[config.mk]
export PLATFORM = sky130hd
export DESIGN_NAME = vscan_timing
export DESIGN_NICKNAME = d
export VERILOG_FILES = /design/src/rtl/vscan_pkg.sv /design/src/rtl/vscan_line_ctr.sv /design/src/rtl/vscan_frame_ctr.sv /design/src/rtl/vscan_markers.sv /design/src/rtl/vscan_timing.sv
export SDC_FILE = /design/constraint.sdc
export NUM_CORES = 1
export LEC_CHECK = 0
export CELL_PAD_IN_SITES_DETAIL_PLACEMENT = 1
export CELL_PAD_IN_SITES_GLOBAL_PLACEMENT = 2
export CORE_MARGIN = 4
export CORE_UTILIZATION = 40
export DETAILED_ROUTE_END_ITERATION = 6
export DONT_BUFFER_PORTS = 1
export PLACE_DENSITY = 0.95
export SKIP_LAST_GASP = 1
export SLEW_MARGIN = 20
export SYNTH_ARGS = -nofsm -noshare
export SYNTH_HDL_FRONTEND = slang
export SYNTH_HIERARCHICAL = 1
export SYNTH_SLANG_ARGS = --single-unit
[constraint.sdc]
create_clock -name clk -period 10.9 [get_ports clk]
set_input_delay 1.635 -clock clk [delete_from_list [all_inputs] [get_ports clk]]
set_output_delay 1.635 -clock clk [all_outputs]
set_load 0.01 [all_outputs]
[src/rtl/vscan_pkg.sv]
// Shared widths for the vertical scan timing generator.
// Assumes: a single clock domain; line ticks arrive already synchronised.
package vscan_pkg;
    localparam int unsigned POS_W   = 13;
    localparam int unsigned FRAME_W = 24;
    localparam int unsigned STAT_FW = 16;
    localparam int unsigned ADV_W   = 4;
endpackage

[src/rtl/vscan_line_ctr.sv]
// Line position and field counter.
// Steps by 1 (progressive) or 2 (interlaced) on each advance and wraps at
// vtotal. In interlaced mode the field flips on each wrap and the new field
// starts on its own parity line.
// Assumes vtotal >= 2.
module vscan_line_ctr #(
    parameter int unsigned POS_W = 13
) (
    input  logic             clk,
    input  logic             rst_n,
    input  logic             step,
    input  logic             interlace,
    input  logic [POS_W-1:0] vtotal,
    output logic [POS_W-1:0] vpos_q,
    output logic             field_q,
    output logic [POS_W-1:0] vpos_nx,
    output logic             field_nx,
    output logic             wrap
);
    logic [POS_W:0] ahead;
    logic           at_end;

    // Next position and wrap decision
    always_comb begin
        ahead    = {1'b0, vpos_q} + {{(POS_W-1){1'b0}}, interlace, ~interlace};
        at_end   = ahead >= {1'b0, vtotal};
        field_nx = (at_end && interlace) ? ~field_q : field_q;
        if (!at_end)
            vpos_nx = ahead[POS_W-1:0];
        else if (interlace)
            vpos_nx = {{(POS_W-1){1'b0}}, ~field_q};
        else
            vpos_nx = '0;
        wrap = step && at_end;
    end

    // Position and field registers
    always_ff @(posedge clk) begin
        if (!rst_n) begin
            vpos_q  <= '0;
            field_q <= 1'b0;
        end else if (step) begin
            vpos_q  <= vpos_nx;
            field_q <= field_nx;
        end
    end
endmodule

[src/rtl/vscan_frame_ctr.sv]
// Hardware frame counter: steps once per position wrap and rolls over at
// its full width.
module vscan_frame_ctr #(
    parameter int unsigned FRAME_W = 24
) (
    input  logic               clk,
    input  logic               rst_n,
    input  logic               wrap,
    output logic [FRAME_W-1:0] count_q
);
    // Count wraps
    always_ff @(posedge clk) begin
        if (!rst_n)
            count_q <= '0;
        else if (wrap)
            count_q <= count_q + 1'b1;
    end
endmodule

[src/rtl/vscan_markers.sv]
// Blank level, start-of-frame pulse and advance marker.
// The pulse line is picked by the scan mode, the field parity and the
// scaler/early-start controls.
// Assumes blank_last < blank_first and blank_last >= the largest offset used.
module vscan_markers #(
    parameter int unsigned POS_W = 13,
    parameter int unsigned ADV_W = 4
) (
    input  logic             clk,
    input  logic             rst_n,
    input  logic             step,
    input  logic             interlace,
    input  logic             scale_on,
    input  logic             early_prog,
    input  logic             early_intl,
    input  logic [POS_W-1:0] blank_first,
    input  logic [POS_W-1:0] blank_last,
    input  logic [ADV_W-1:0] adv_lines,
    input  logic [POS_W-1:0] vpos_q,
    input  logic [POS_W-1:0] vpos_nx,
    input  logic             field_nx,
    output logic             vblank,
    output logic             sof_q,
    output logic             adv_start
);
    logic [POS_W-1:0] offset;
    logic [POS_W-1:0] cand;
    logic [POS_W-1:0] target;
    logic [POS_W:0]   reach;

    // Pulse line for the position that is about to be entered
    always_comb begin
        if (interlace)
            offset = (scale_on && early_intl) ? POS_W'(6) : POS_W'(4);
        else
            offset = (scale_on && early_prog) ? POS_W'(3) : POS_W'(2);
        cand = blank_last - offset;
        if (interlace && (cand[0] != field_nx))
            target = cand + 1'b1;
        else
            target = cand;
    end

    // Blank level and advance marker from the present position
    always_comb begin
        vblank    = (vpos_q >= blank_first) || (vpos_q < blank_last);
        reach     = {1'b0, vpos_q} + {{(POS_W+1-ADV_W){1'b0}}, adv_lines};
        adv_start = (adv_lines != '0) && (vpos_q < blank_last)
                    && (reach >= {1'b0, blank_last});
    end

    // One-clock start-of-frame pulse
    always_ff @(posedge clk) begin
        if (!rst_n)
            sof_q <= 1'b0;
        else
            sof_q <= step && (vpos_nx == target);
    end
endmodule

[src/rtl/vscan_timing.sv]
// Top level of the vertical scan timing generator.
// Combines the line/field counter, the frame counter and the markers, and
// packs the frame count and position into one status word.
// Assumes line_tick is a one-clock pulse from the horizontal counter.
module vscan_timing
    import vscan_pkg::*;
#(
    parameter int unsigned P_POS_W   = POS_W,
    parameter int unsigned P_FRAME_W = FRAME_W,
    parameter int unsigned P_STAT_FW = STAT_FW,
    parameter int unsigned P_ADV_W   = ADV_W
) (
    input  logic                          clk,
    input  logic                          rst_n,
    input  logic                          run_en,
    input  logic                          line_tick,
    input  logic [P_POS_W-1:0]            vtotal,
    input  logic [P_POS_W-1:0]            blank_first,
    input  logic [P_POS_W-1:0]            blank_last,
    input  logic                          interlace,
    input  logic                          scale_on,
    input  logic                          early_prog,
    input  logic                          early_intl,
    input  logic [P_ADV_W-1:0]            adv_lines,
    output logic [P_POS_W-1:0]            vpos,
    output logic [P_FRAME_W-1:0]          frame_count,
    output logic                          odd_field,
    output logic                          vblank,
    output logic                          sof,
    output logic                          adv_start,
    output logic [P_STAT_FW+P_POS_W-1:0]  status_word
);
    logic             step;
    logic [P_POS_W-1:0] vpos_nx;
    logic             field_nx;
    logic             wrap;

    assign step = run_en && line_tick;

    vscan_line_ctr #(.POS_W(P_POS_W)) u_line (
        .clk(clk), .rst_n(rst_n), .step(step), .interlace(interlace),
        .vtotal(vtotal), .vpos_q(vpos), .field_q(odd_field),
        .vpos_nx(vpos_nx), .field_nx(field_nx), .wrap(wrap)
    );

    vscan_frame_ctr #(.FRAME_W(P_FRAME_W)) u_frame (
        .clk(clk), .rst_n(rst_n), .wrap(wrap), .count_q(frame_count)
    );

    vscan_markers #(.POS_W(P_POS_W), .ADV_W(P_ADV_W)) u_mark (
        .clk(clk), .rst_n(rst_n), .step(step), .interlace(interlace),
        .scale_on(scale_on), .early_prog(early_prog), .early_intl(early_intl),
        .blank_first(blank_first), .blank_last(blank_last),
        .adv_lines(adv_lines), .vpos_q(vpos), .vpos_nx(vpos_nx),
        .field_nx(field_nx), .vblank(vblank), .sof_q(sof),
        .adv_start(adv_start)
    );

    // Both fields come from registers updated on the same edge
    assign status_word = {frame_count[P_STAT_FW-1:0], vpos};
endmodule

Word-level counts from Yosys, hierarchy flattened
Index checks and enable logic that the tools add are counted.
- $add $sub $neg: 5
- magnitude comparators: 4
- eq/ne operators: 2
- muxes and demuxes: 7
- bitwise logic cells: 2
- reductions and logical operators: 11
- operator list (kind ; count):
    $mux 13 ; 3
    $ge 14x13->1 ; 2
    $add 24x1->24 const B ; 1
    $add 13x2->14 ; 1
    $add 13x4->14 ; 1
    $add 13x1->13 const B ; 1
    $eq 13x13->1 ; 1
    $ge 13x13->1 ; 1
    $lt 13x13->1 ; 1
    $sub 13x13->13 ; 1
    $logic_and 1x1->1 ; 9
    $reduce_bool 4->1 ; 1
    $mux 1 ; 3
    $mux 2 ; 1
    $not 1->1 ; 2
    $logic_or 1x1->1 ; 1
    $ne 1x1->1 ; 1
- register bits after elaboration: 39
- input port bits: 51
- output and inout bits: 70
- word-level logic and storage cells: 35

Longest topological paths before layout
Gate-level depths: netlist of run 1.
- depth after elaboration: 10
- gate-level depth with buffers: 24
- gate-level depth less buffers: 23

Hierarchy
Netlist of run 1, hierarchy kept.
- modules (own cells, without submodules) (module ; instances ; cells an instance ; area each (µm²) ; sequential area each (µm²)):
    vscan_markers ; 1 ; 292 ; 2187.1 ; 20.0
    vscan_line_ctr ; 1 ; 173 ; 1361.3 ; 280.3
    vscan_frame_ctr ; 1 ; 124 ; 1087.3 ; 480.5
    vscan_timing ; 1 ; 30 ; 224.0 ; 0.0

Worst setup path after synthesis of run 1
OpenSTA, ideal clock, no wires.
- path type: input-to-reg
- start: in interlace
- end: reg u_mark.sof_q
- library setup time: 0.087 ns
- arrival time: 5.945 ns
- data required time: 10.813 ns
- slack: 4.868 ns
- cell stages on the path: 24
- buffers on the path: 1
- cells stage by stage: inv_1 -> ha_1 -> inv_1 -> fa_1 -> and4b_1 -> nand3_2 -> nor2_1 -> xnor2_1 -> inv_1 -> ha_1 -> nand3_1 -> o221ai_1 -> a211oi_2 -> o21ai_4 -> buf_6 -> nand2_1 -> xnor2_1 -> xor2_1 -> or3b_2 -> xnor2_1 -> a211oi_1 -> o21a_1 -> o2111ai_1 -> nor4b_2
- cells in the longest elaborated chain, start to end: 10
- elaborated cells between the ends (all ways): 15
- those cells by class: add/sub: 3; order compare: 1; eq/ne: 2; mux: 5; bitwise: 1; reduce/logical: 3
- RTL lines (element ; line ; source):
    start, declared ; vscan_timing.sv:20 ; input logic interlace,
    $not 1->1 ; vscan_line_ctr.sv:25 ; ahead = {1'b0, vpos_q} + {{(POS_W-1){1'b0}}, interlace, ~interlace};
    $add 13x2->14 ; vscan_line_ctr.sv:25 ;
    $ge 14x13->1 ; vscan_line_ctr.sv:26 ; at_end = ahead >= {1'b0, vtotal};
    $logic_and 1x1->1 (*) ; vscan_line_ctr.sv:27 ; field_nx = (at_end && interlace) ? ~field_q : field_q;
    $mux 1 (*) ; vscan_line_ctr.sv:27 ;
    via field_nx ; vscan_timing.sv:35 ; logic field_nx;
    $ne 1x1->1 (*) ; vscan_markers.sv:38 ; if (interlace && (cand[0] != field_nx))
    $logic_and 1x1->1 (*) ; vscan_markers.sv:38 ;
    $mux 13 (*) ; vscan_markers.sv:38 ;
    $eq 13x13->1 (*) ; vscan_markers.sv:57 ; sof_q <= step && (vpos_nx == target);
    $logic_and 1x1->1 (*) ; vscan_markers.sv:57 ;
    end signal, assigned ; vscan_markers.sv:57 ;
    end, declared ; vscan_markers.sv:23 ; output logic sof_q,
Mark *: on every way through the listed nets, which the timed path passes. The rest lies on a longest branch.
A chain may end at the register's enable or synchronous reset.

Worst setup path in the final report of run 1
Ends and elaborated chain as after synthesis.

==> qor.yml, run 1 <==
syn-cell-area_um2: 4860
max_cap_violations: 0
first_pass_iters: 4
grt_usage_pct: 20.5
clock-sinks: 39
io_buffers: 0
ios: 121
fill_cells: 1432
critical_path_class: "in -> reg"
cts_post_setup_buffers_inserted: 0
cp-end-kind: "flop"
skew_ns: 0.00855
cp-start-kind: "primary input"
cts_root_buffer: "clkbuf_16"
place_area_um2: 4740
ys_warn_count: 6
status: "complete, no violations"
cellPowerDensity_nw_per_um2: 82.3
clk_pin_slew_ns: 0.06
synth_seq_area_share_pct: 16.1
preCtsSetupSlack_ns: 4.25
fp-row-count: 39
die_y_um: 118
viasPerCell: 6.00
die_width_um: 118
synthArstFlopShare_pct: 0
cts_tree: "done"
synth_area_leader_cell: "dfxtp_1"
arrival_ns: 6.68
critPathRequiredTime_ns: 11.09
finalMaxSlewViolations: 0
syn_inst: 619
hold_viol_final: 0
syn_area_per_cell_um2: 7.85
syn_nets: 735
grt_pass1_wl_mm: 23.8
drc: 0
synth_top_area_share_pct: 16.1
rsz0062_at_grt: "false"
grt_max_degree: 29
yosys-top-cells-area: "dfxtp_1, ha_1, xnor2_1"
ctsHoldBuffers: 0
syn_to_final_growth_pct: 1.11
cts_buffer_depth: 2
num_antenna_cells: 0
vias: 4359
ant_nets: 0
htreeDepth: 2
setup_viol: 0
num-nets-final: 699
synth_edf_count: 0
post-dp-hpwl_mm: 11.6
synth.distinct_cells: 74
synth_common_cells: "ha_1, inv_1, nor2_1"
core_um2: 11700
period_share_pct: 59.5
finalSetupTns_ns: 0
routed_wl_mm: 14.4
die_area_um2: 14000
worstPathMaxFanout: 28
drt_iter0_drc: 214
gp_congestion: 0.856
postLayoutCellArea_um2: 4910
postLayoutSetupSlackWorst_ns: 4.41
worstHoldPathType: "reg -> reg"
power_leakage_nw: 2.11
antenna_found_initial: 0
ys.flop_type: "dfxtp_1"
synth_seq_cells: 39
clk_latency_ns: 0.28
cts_buffers: 5
irDropWorstVdd_v: 0.0000488
relSlewSlack_pct: 43.6
max_freq_ghz: 0.154
overflow: 0
drive_gt1_share_pct: 8.05
grt_pass1_vias: 4583
start_util_pct: 41.7
cts_resized: 0
finalCriticalPeriod_ns: 6.49
tightest_slew_ns: 0.845
routedWlPerCell_um: 19.9
==> worst max-delay path: stages <==
cell       delay (ns)
inv_1            0.10
ha_1             0.19
inv_1            0.06
fa_1             0.44
and4b_1          0.35
nand3_2          0.13
nor2_1           0.18
xnor2_1          0.18
inv_1            0.08
ha_1             0.30
nand3_1          0.11
nor3_1           0.33
a211oi_2         0.09
o21ai_4          0.06
buf_4            0.32
nand2_1          0.11
xnor2_1          0.18
nor4bb_1         0.48
nand2_1          0.22
nor2_1           0.20
nor4_1           0.08
nor4_1           0.36
o2111ai_1        0.21
nor4b_2          0.26
==> sequential cells by signal (all words and copies together), names as in the netlist <==
| name | cells |
|---|---|
| u_frame/count_q | 24 |
| u_line/vpos_q | 13 |
| u_mark/sof_q | 1 |
| u_line/field_q | 1 |
==> cell families (layout without fill, tap and decap cells) <==
| group | Yosys count | count (layout) | synth area share (%) |
|---|---|---|---|
| compound gates | 129 | 129 | 18.8 |
| xor+xnor | 56 | 56 | 10.5 |
| fa+ha+maj | 65 | 65 | 17.2 |
| buf+inv | 109 | 74 | 11.5 |
| flops | 39 | 39 | 16.1 |
| mux | 7 | 7 | 1.47 |
| simple gates | 214 | 214 | 24.5 |
==> per-layer routing <==
metal  wire length [um]  track usage, %  up-vias  part of all wire, %
met5                  0               0        -                    0
met4                117            3.08        0                 0.81
met1               6720            26.4     2130                   46
met2               6950            36.3       95                   48
met3                666            3.87        8                  4.6
li1                   -               -     2126                    -
==> layout by cell type (no fill, tap or decap), drive strengths merged, types with 7 or more instances in the layout <==
cell type,count
a31o,8
ha,62
xnor2,35
a21o,7
or3,11
or4,8
inv,62
a21oi,38
nand3,22
dfxtp,39
nand2,36
nor2,43
o21a,11
xor2,21
nand4,22
nor3,16
o31ai,8
nor4,10
o21ai,22
nor2b,10
==> metrics by stage <==
step                      util [%]  hold slack (ns)  cells  power [mW]
final                         42.1            0.538    727       0.404
after global routing          42.1            0.570    727       0.425
after CTS                     42.1            0.546    727       0.407
after detailed placement      40.7            0.537    719       0.237
after global placement        40.7            0.527    719       0.231
after floorplan                  -            0.496    619       0.217
==> power by group <==
| part | switching, mW | total [mW] | internal, mW |
|---|---|---|---|
| Combinational | 0.0516 | 0.0881 | 0.0365 |
| Clock | 0.0615 | 0.170 | 0.108 |
| Sequential | 0.00331 | 0.147 | 0.143 |
==> path summary, 6_finish.rpt <==
kind	depth (start not counted)	slack, ns	from	to
worst max-delay path	24	4.41	interlace	u_mark/sof_q
worst min-delay path	2	0.54	u_frame/count_q[23]	u_frame/count_q[23]
worst max register to register	23	5.03	u_line/vpos_q[0]	u_mark/sof_q
worst min register to register	2	0.54	u_frame/count_q[23]	u_frame/count_q[23]
==> cell type report <==
class | instances | area [um^2] | share of cell area, %
multi-input cells | 471 | 3520 | 71.7
flip-flops and latches | 39 | 781 | 15.9
inverters | 62 | 233 | 4.74
well taps | 143 | 179 | 3.64
clock buffers | 5 | 125 | 2.55
clock inverters | 3 | 43.8 | 0.891
repair buffers | 4 | 30.0 | 0.611
Note: power is estimated with default switching activity, not from simulation.
==> run 2, diff against run 1 <==
Settings changed: CORE_UTILIZATION 40 to 34, PLACE_DENSITY 0.95 to 0.89.
Clock period 10.9 ns to 5.3 ns, I/O delays scaled along.
==> run 2 against run 1 <==
Via count rose by 2.2%. Die area grew 16%. Critical path type unchanged. Final cell count is 6.5% higher. Utilization shrank 5.8 points. Combinational power grew 110%. Non-clock buffer count is 10 higher.
==> qor.yml, run 2 (synthesized netlist as in run 1, its figures left out) <==
status: "complete, no violations"
routedWlPerCell_um: 19.2
rsz0062_at_grt: "true"
cellPowerDensity_nw_per_um2: 166
drt_iter0_drc: 243
fill_cells: 1665
postLayoutCellArea_um2: 5060
viasPerCell: 5.76
regMostFlops: "u_frame/count_q"
die_area_um2: 16300
first_pass_iters: 4
clock-sinks: 39
crit_top_cell: "inv_1"
critPathRequiredTime_ns: 5.49
vias: 4456
tightest_slew_ns: 0.707
met2WireLength_mm: 7.56
num-nets-final: 709
ios: 121
p_sw_share_pct: 27.5
die_width_um: 128
cp-end-kind: "flop"
cts_buffers: 5
antenna_found_initial: 0
cts_resized: 0
die_y_um: 128
p_switching_uw: 230
htreeDepth: 2
syn_to_final_growth_pct: 4.04
worstHoldPathType: "reg -> reg"
highest_layer: "met4"
finalCriticalPeriod_ns: 4.96
critPathMaxStageDelay_ns: 0.51
grt_usage_pct: 17.8
skew_ns: 0.00787
arrival_ns: 5.14
grt_pass1_wl_mm: 23.8
internal-power_uw: 607
overflow: 0
final_cell_mix: "inv_1, ha_1, nor2_1"
clk_pin_slew_ns: 0.06
cts_buffer_depth: 2
routed_wl_mm: 14.9
cts_root_buffer: "clkbuf_16"
num_antenna_cells: 0
ant_nets: 0
place_area_um2: 4870
grt_pass1_vias: 4736
cp-start-kind: "primary input"
power_leakage_nw: 2.17
start_util_pct: 34.9
drc: 0
core_um2: 13900
worstPathMaxFanout: 9
clk_latency_ns: 0.28
io_buffers: 0
max_cap_violations: 0
multi_input_area_um2: 3540
ctsHoldBuffers: 0
hold_ws_ns: 0.557
max_freq_ghz: 0.202
met1Wirelength_mm: 6.18
critical_path_class: "in -> reg"
dr_wl_met3_um: 728
grt_max_degree: 25
top_regs: "u_frame/count_q: 24 flops, u_line/vpos_q: 13 flops"
period_share_pct: 93.6
drive_gt1_share_pct: 10.3
critPathSlowestCell: "or3b_2"
fp-row-count: 43
hold_viol_final: 0
setup_viol: 0
irDropWorstVdd_v: 0.000116
largest_register_ffs: 24
gp_congestion: 0.882
seqPwrFrac_pct: 35.5
cp_cell_sequence: "inv_1, ha_1, inv_1, fa_1, and4b_2, nand3_2, nor2_1, xnor2_1, inv_1, ha_1, nand3_1, o221ai_1, a211oi_2, o21ai_4, nand2_1, xnor2_2, xor2_1, or3b_2, xnor2_1, a211oi_1, o21a_1, o2111ai_1, nor4b_2"
clockPowerShare_pct: 42.0
post-dp-hpwl_mm: 12.2
pwr-share-comb_pct: 22.5
cts_tree: "done"
finalMaxSlewViolations: 0
relSlewSlack_pct: 52.8
cts_post_setup_buffers_inserted: 0
regArea_um2: 781
run 2: changes by cell type in the layout (fill, tap and decap cells not counted):
cell	change
nor4bb_1	-1
and2_2	+1
buf_4	+10
and4b_1	-1
and4b_2	+1
clkinv_4	-1
and2_1	-1
xnor2_1	-1
xnor2_2	+1
nor4bb_2	+1
clkbuf_8	+1
run 2: path summary, 6_finish.rpt:
| path | start | to | slack [ns] | cells past startpoint |
|---|---|---|---|---|
| worst max-delay path | interlace | u_mark/sof_q | 0.34 | 23 |
| worst min-delay path | u_frame/count_q[23] | u_frame/count_q[23] | 0.56 | 2 |
| worst max register to register | u_line/vpos_q[0] | u_mark/sof_q | 0.56 | 22 |
| worst min register to register | u_frame/count_q[23] | u_frame/count_q[23] | 0.56 | 2 |
run 2: power groups by stage:
stage | clock (mW) | combinational (mW) | sequential (mW)
finish | 0.351 | 0.188 | 0.298
global route | 0.372 | 0.213 | 0.298
CTS | 0.359 | 0.189 | 0.298
detailed placement | 0 | 0.186 | 0.304
global placement | 0 | 0.176 | 0.304
floorplan | 0 | 0.141 | 0.305
run 2: routing by layer:
metal  vias up  track usage [%]
met5         -                0
met4         0             5.87
met3        22             3.97
met2       114             33.0
met1      2175             20.1
li1       2145                -
run 2: stage by stage:
step	worst slack [ns]	utilization, %	instances	TNS (ns)	power, mW
final	0.340	36.3	774	0	0.837
after global routing	-0.0847	36.3	774	-0.0847	0.882
after CTS	0.156	36.2	774	0	0.845
after detailed placement	-0.112	34.9	766	-0.112	0.490
after global placement	0.125	34.9	766	0	0.480
after floorplan	0.108	-	619	0	0.446
run 2: final cells by class:
class	count	share of cell area, %
inverters	62	4.60
flip-flops and latches	39	15.4
multi-input cells	471	70.0
clock buffers	6	2.75
clock inverters	2	0.693
well taps	180	4.45
repair buffers	14	2.08
run 2: critical path, delay by kind of cell:
| family | cells | cell delay [ns] |
|---|---|---|
| simple gates | 7 | 1.68 |
| compound gates | 6 | 1.03 |
| fa+ha+maj | 3 | 0.84 |
| xor+xnor | 4 | 0.61 |
| buf+inv | 3 | 0.19 |
==> run 3, diff against run 2 <==
Settings changed: CORE_UTILIZATION 34 to 37, PLACE_DENSITY 0.89 to 0.84.
Clock period 5.3 ns to 4.6 ns, I/O delays scaled along.
==> run 3 against run 2 <==
Flip-flop and latch count stayed put. Critical path depth unchanged. First-iteration DRC count up 16%. Final area up 7.6%. Global-route usage grew 2.2 points. Utilization grew 6.5 points. Wire length increased by 1.5%. Register-to-register slack got worse by 0.40 ns. Sequential share of layout area fell by 1.1 points. Final cell count is 2.2% higher. Die area decreased by 7.6%.
==> qor.yml, run 3 (synthesized netlist as in run 1, its figures left out) <==
status: "complete, no violations"
stdcell_count: 791
tightest_slew_ns: 0.713
finalMaxSlewViolations: 0
critPathMaxStageDelay_ns: 0.38
cp-end-kind: "flop"
fin_total_pwr_uw: 989
rsz0062_at_grt: "true"
grt_pass1_wl_mm: 24.1
fp-row-count: 41
io_buffers: 0
grt_pass1_vias: 4659
worstHoldPathType: "in -> reg"
largest_register_ffs: 24
core_um2: 12700
period_share_pct: 97.6
antenna_found_initial: 0
drc: 0
syn_to_final_growth_pct: 12.0
overflow: 0
grt_usage_pct: 20.1
irDropWorstVdd_v: 0.000140
first_pass_iters: 5
grt_max_degree: 25
routed_wl_mm: 15.1
top_regs: "u_frame/count_q: 24 flops, u_line/vpos_q: 13 flops"
worstPathMaxFanout: 9
clk_latency_ns: 0.29
hold_ws_ns: 0.523
num_antenna_cells: 0
cp_cell_sequence: "clkinv_16, ha_4, inv_4, fa_2, and4b_2, nand3_4, nor2_4, xnor2_2, inv_2, ha_4, nand3_4, nor2_4, nand3_2, o21ai_4, nand2_2, xnor2_4, xor2_2, nor2_2, mux2_4, xor2_2, nor4_1, o2111ai_1, nor4b_2"
cts_buffer_depth: 2
viasPerCell: 5.69
dr_wl_met3_um: 706
critPathRequiredTime_ns: 4.80
met1Wirelength_mm: 6.93
ctsHoldBuffers: 0
cellPowerDensity_nw_per_um2: 182
max_cap_violations: 0
ios: 121
relSlewSlack_pct: 52.4
power_leakage_nw: 2.33
fill_cells: 1581
met2WireLength_mm: 7.32
layout_commonest_cell: "ha_1"
finalSetupTns_ns: 0
arrival_ns: 4.69
die_y_um: 123
drt_iter0_drc: 281
skew_ns: 0.00767
vias: 4499
drive_gt1_share_pct: 18.1
critical_path_class: "in -> reg"
gp_congestion: 0.897
hold_viol_final: 0
finalCriticalPeriod_ns: 4.49
place_area_um2: 5140
dp.cells: 782
cts_root_buffer: "clkbuf_16"
clock-sinks: 39
start_util_pct: 38.2
max_freq_ghz: 0.223
clk_pin_slew_ns: 0.07
cts_tree: "done"
cts_buffers: 5
critPathSlowestCell: "fa_2"
die_area_um2: 15000
postLayoutCellArea_um2: 5440
cp-start-kind: "primary input"
setup_viol: 0
htreeDepth: 2
post-dp-hpwl_mm: 12.4
highest_layer: "met4"
ant_nets: 0
die_width_um: 123
num-nets-final: 734
final_cell_mix: "ha_1, inv_1, nor2_1"
routedWlPerCell_um: 19.1
regMostFlops: "u_frame/count_q"
-- run 3: cell types whose count changed in the layout (fill, tap and decap cells not counted), moves of 3 or more --
cell and change:
inv_1 -3, nand3_1 -3, buf_4 +24, nor2_1 -4
-- run 3: final timing paths --
kind / to / slack, ns / cells past startpoint / start
max: u_mark/sof_q / 0.11 / 23 / interlace
min: u_frame/count_q[22] / 0.52 / 1 / rst_n
max reg2reg: u_mark/sof_q / 0.16 / 22 / u_line/vpos_q[0]
min reg2reg: u_frame/count_q[23] / 0.54 / 2 / u_frame/count_q[23]
-- run 3: metal layers --
| metal | vias up | GRT usage [%] |
|---|---|---|
| met2 | 84 | 34.4 |
| li1 | 2190 | - |
| met5 | - | 0 |
| met3 | 14 | 3.92 |
| met4 | 0 | 3.64 |
| met1 | 2211 | 26.5 |
-- run 3: critical path: cells and delay by family --
| kind | cells | cell delay (ns) |
|---|---|---|
| muxes | 1 | 0.31 |
| xor gates and xnor gates | 4 | 0.75 |
| adders and majority gates | 3 | 0.78 |
| and+or+nand+nor | 10 | 1.66 |
| AOI/OAI and AO/OA | 2 | 0.36 |
| buffers and inverters | 3 | 0.13 |
-- run 3: final cells by class --
type	instances	area [um^2]	share of cell area (%)
multi-input cells	471	3710	68.2
flip-flops and latches	39	782	14.4
repair buffers	39	305	5.61
inverters	62	262	4.81
well taps	172	215	3.95
clock buffers	5	125	2.30
clock inverters	3	43.8	0.805
-- run 3: power breakdown --
| group | internal [mW] | switching, mW | leakage [nW] |
|---|---|---|---|
| registers | 0.340 | 0.00376 | 0.315 |
| clock network | 0.256 | 0.154 | 0.0838 |
| logic | 0.101 | 0.134 | 1.93 |
-- run 3: timing repair --
action	CTS	global route
endpoints found under the setup margin	1	7
resized for setup	2	24
gates cloned	0	0
buffers inserted	0	1
pin swaps	0	16
-- run 3: metrics by stage --
stage | setup WS, ns | util, %
finish | 0.111 | 42.8
global placement | -0.0988 | 40.4
floorplan | -0.126 | -
CTS | 0.0175 | 41.9
detailed placement | -0.261 | 40.4
global route | -0.125 | 42.8
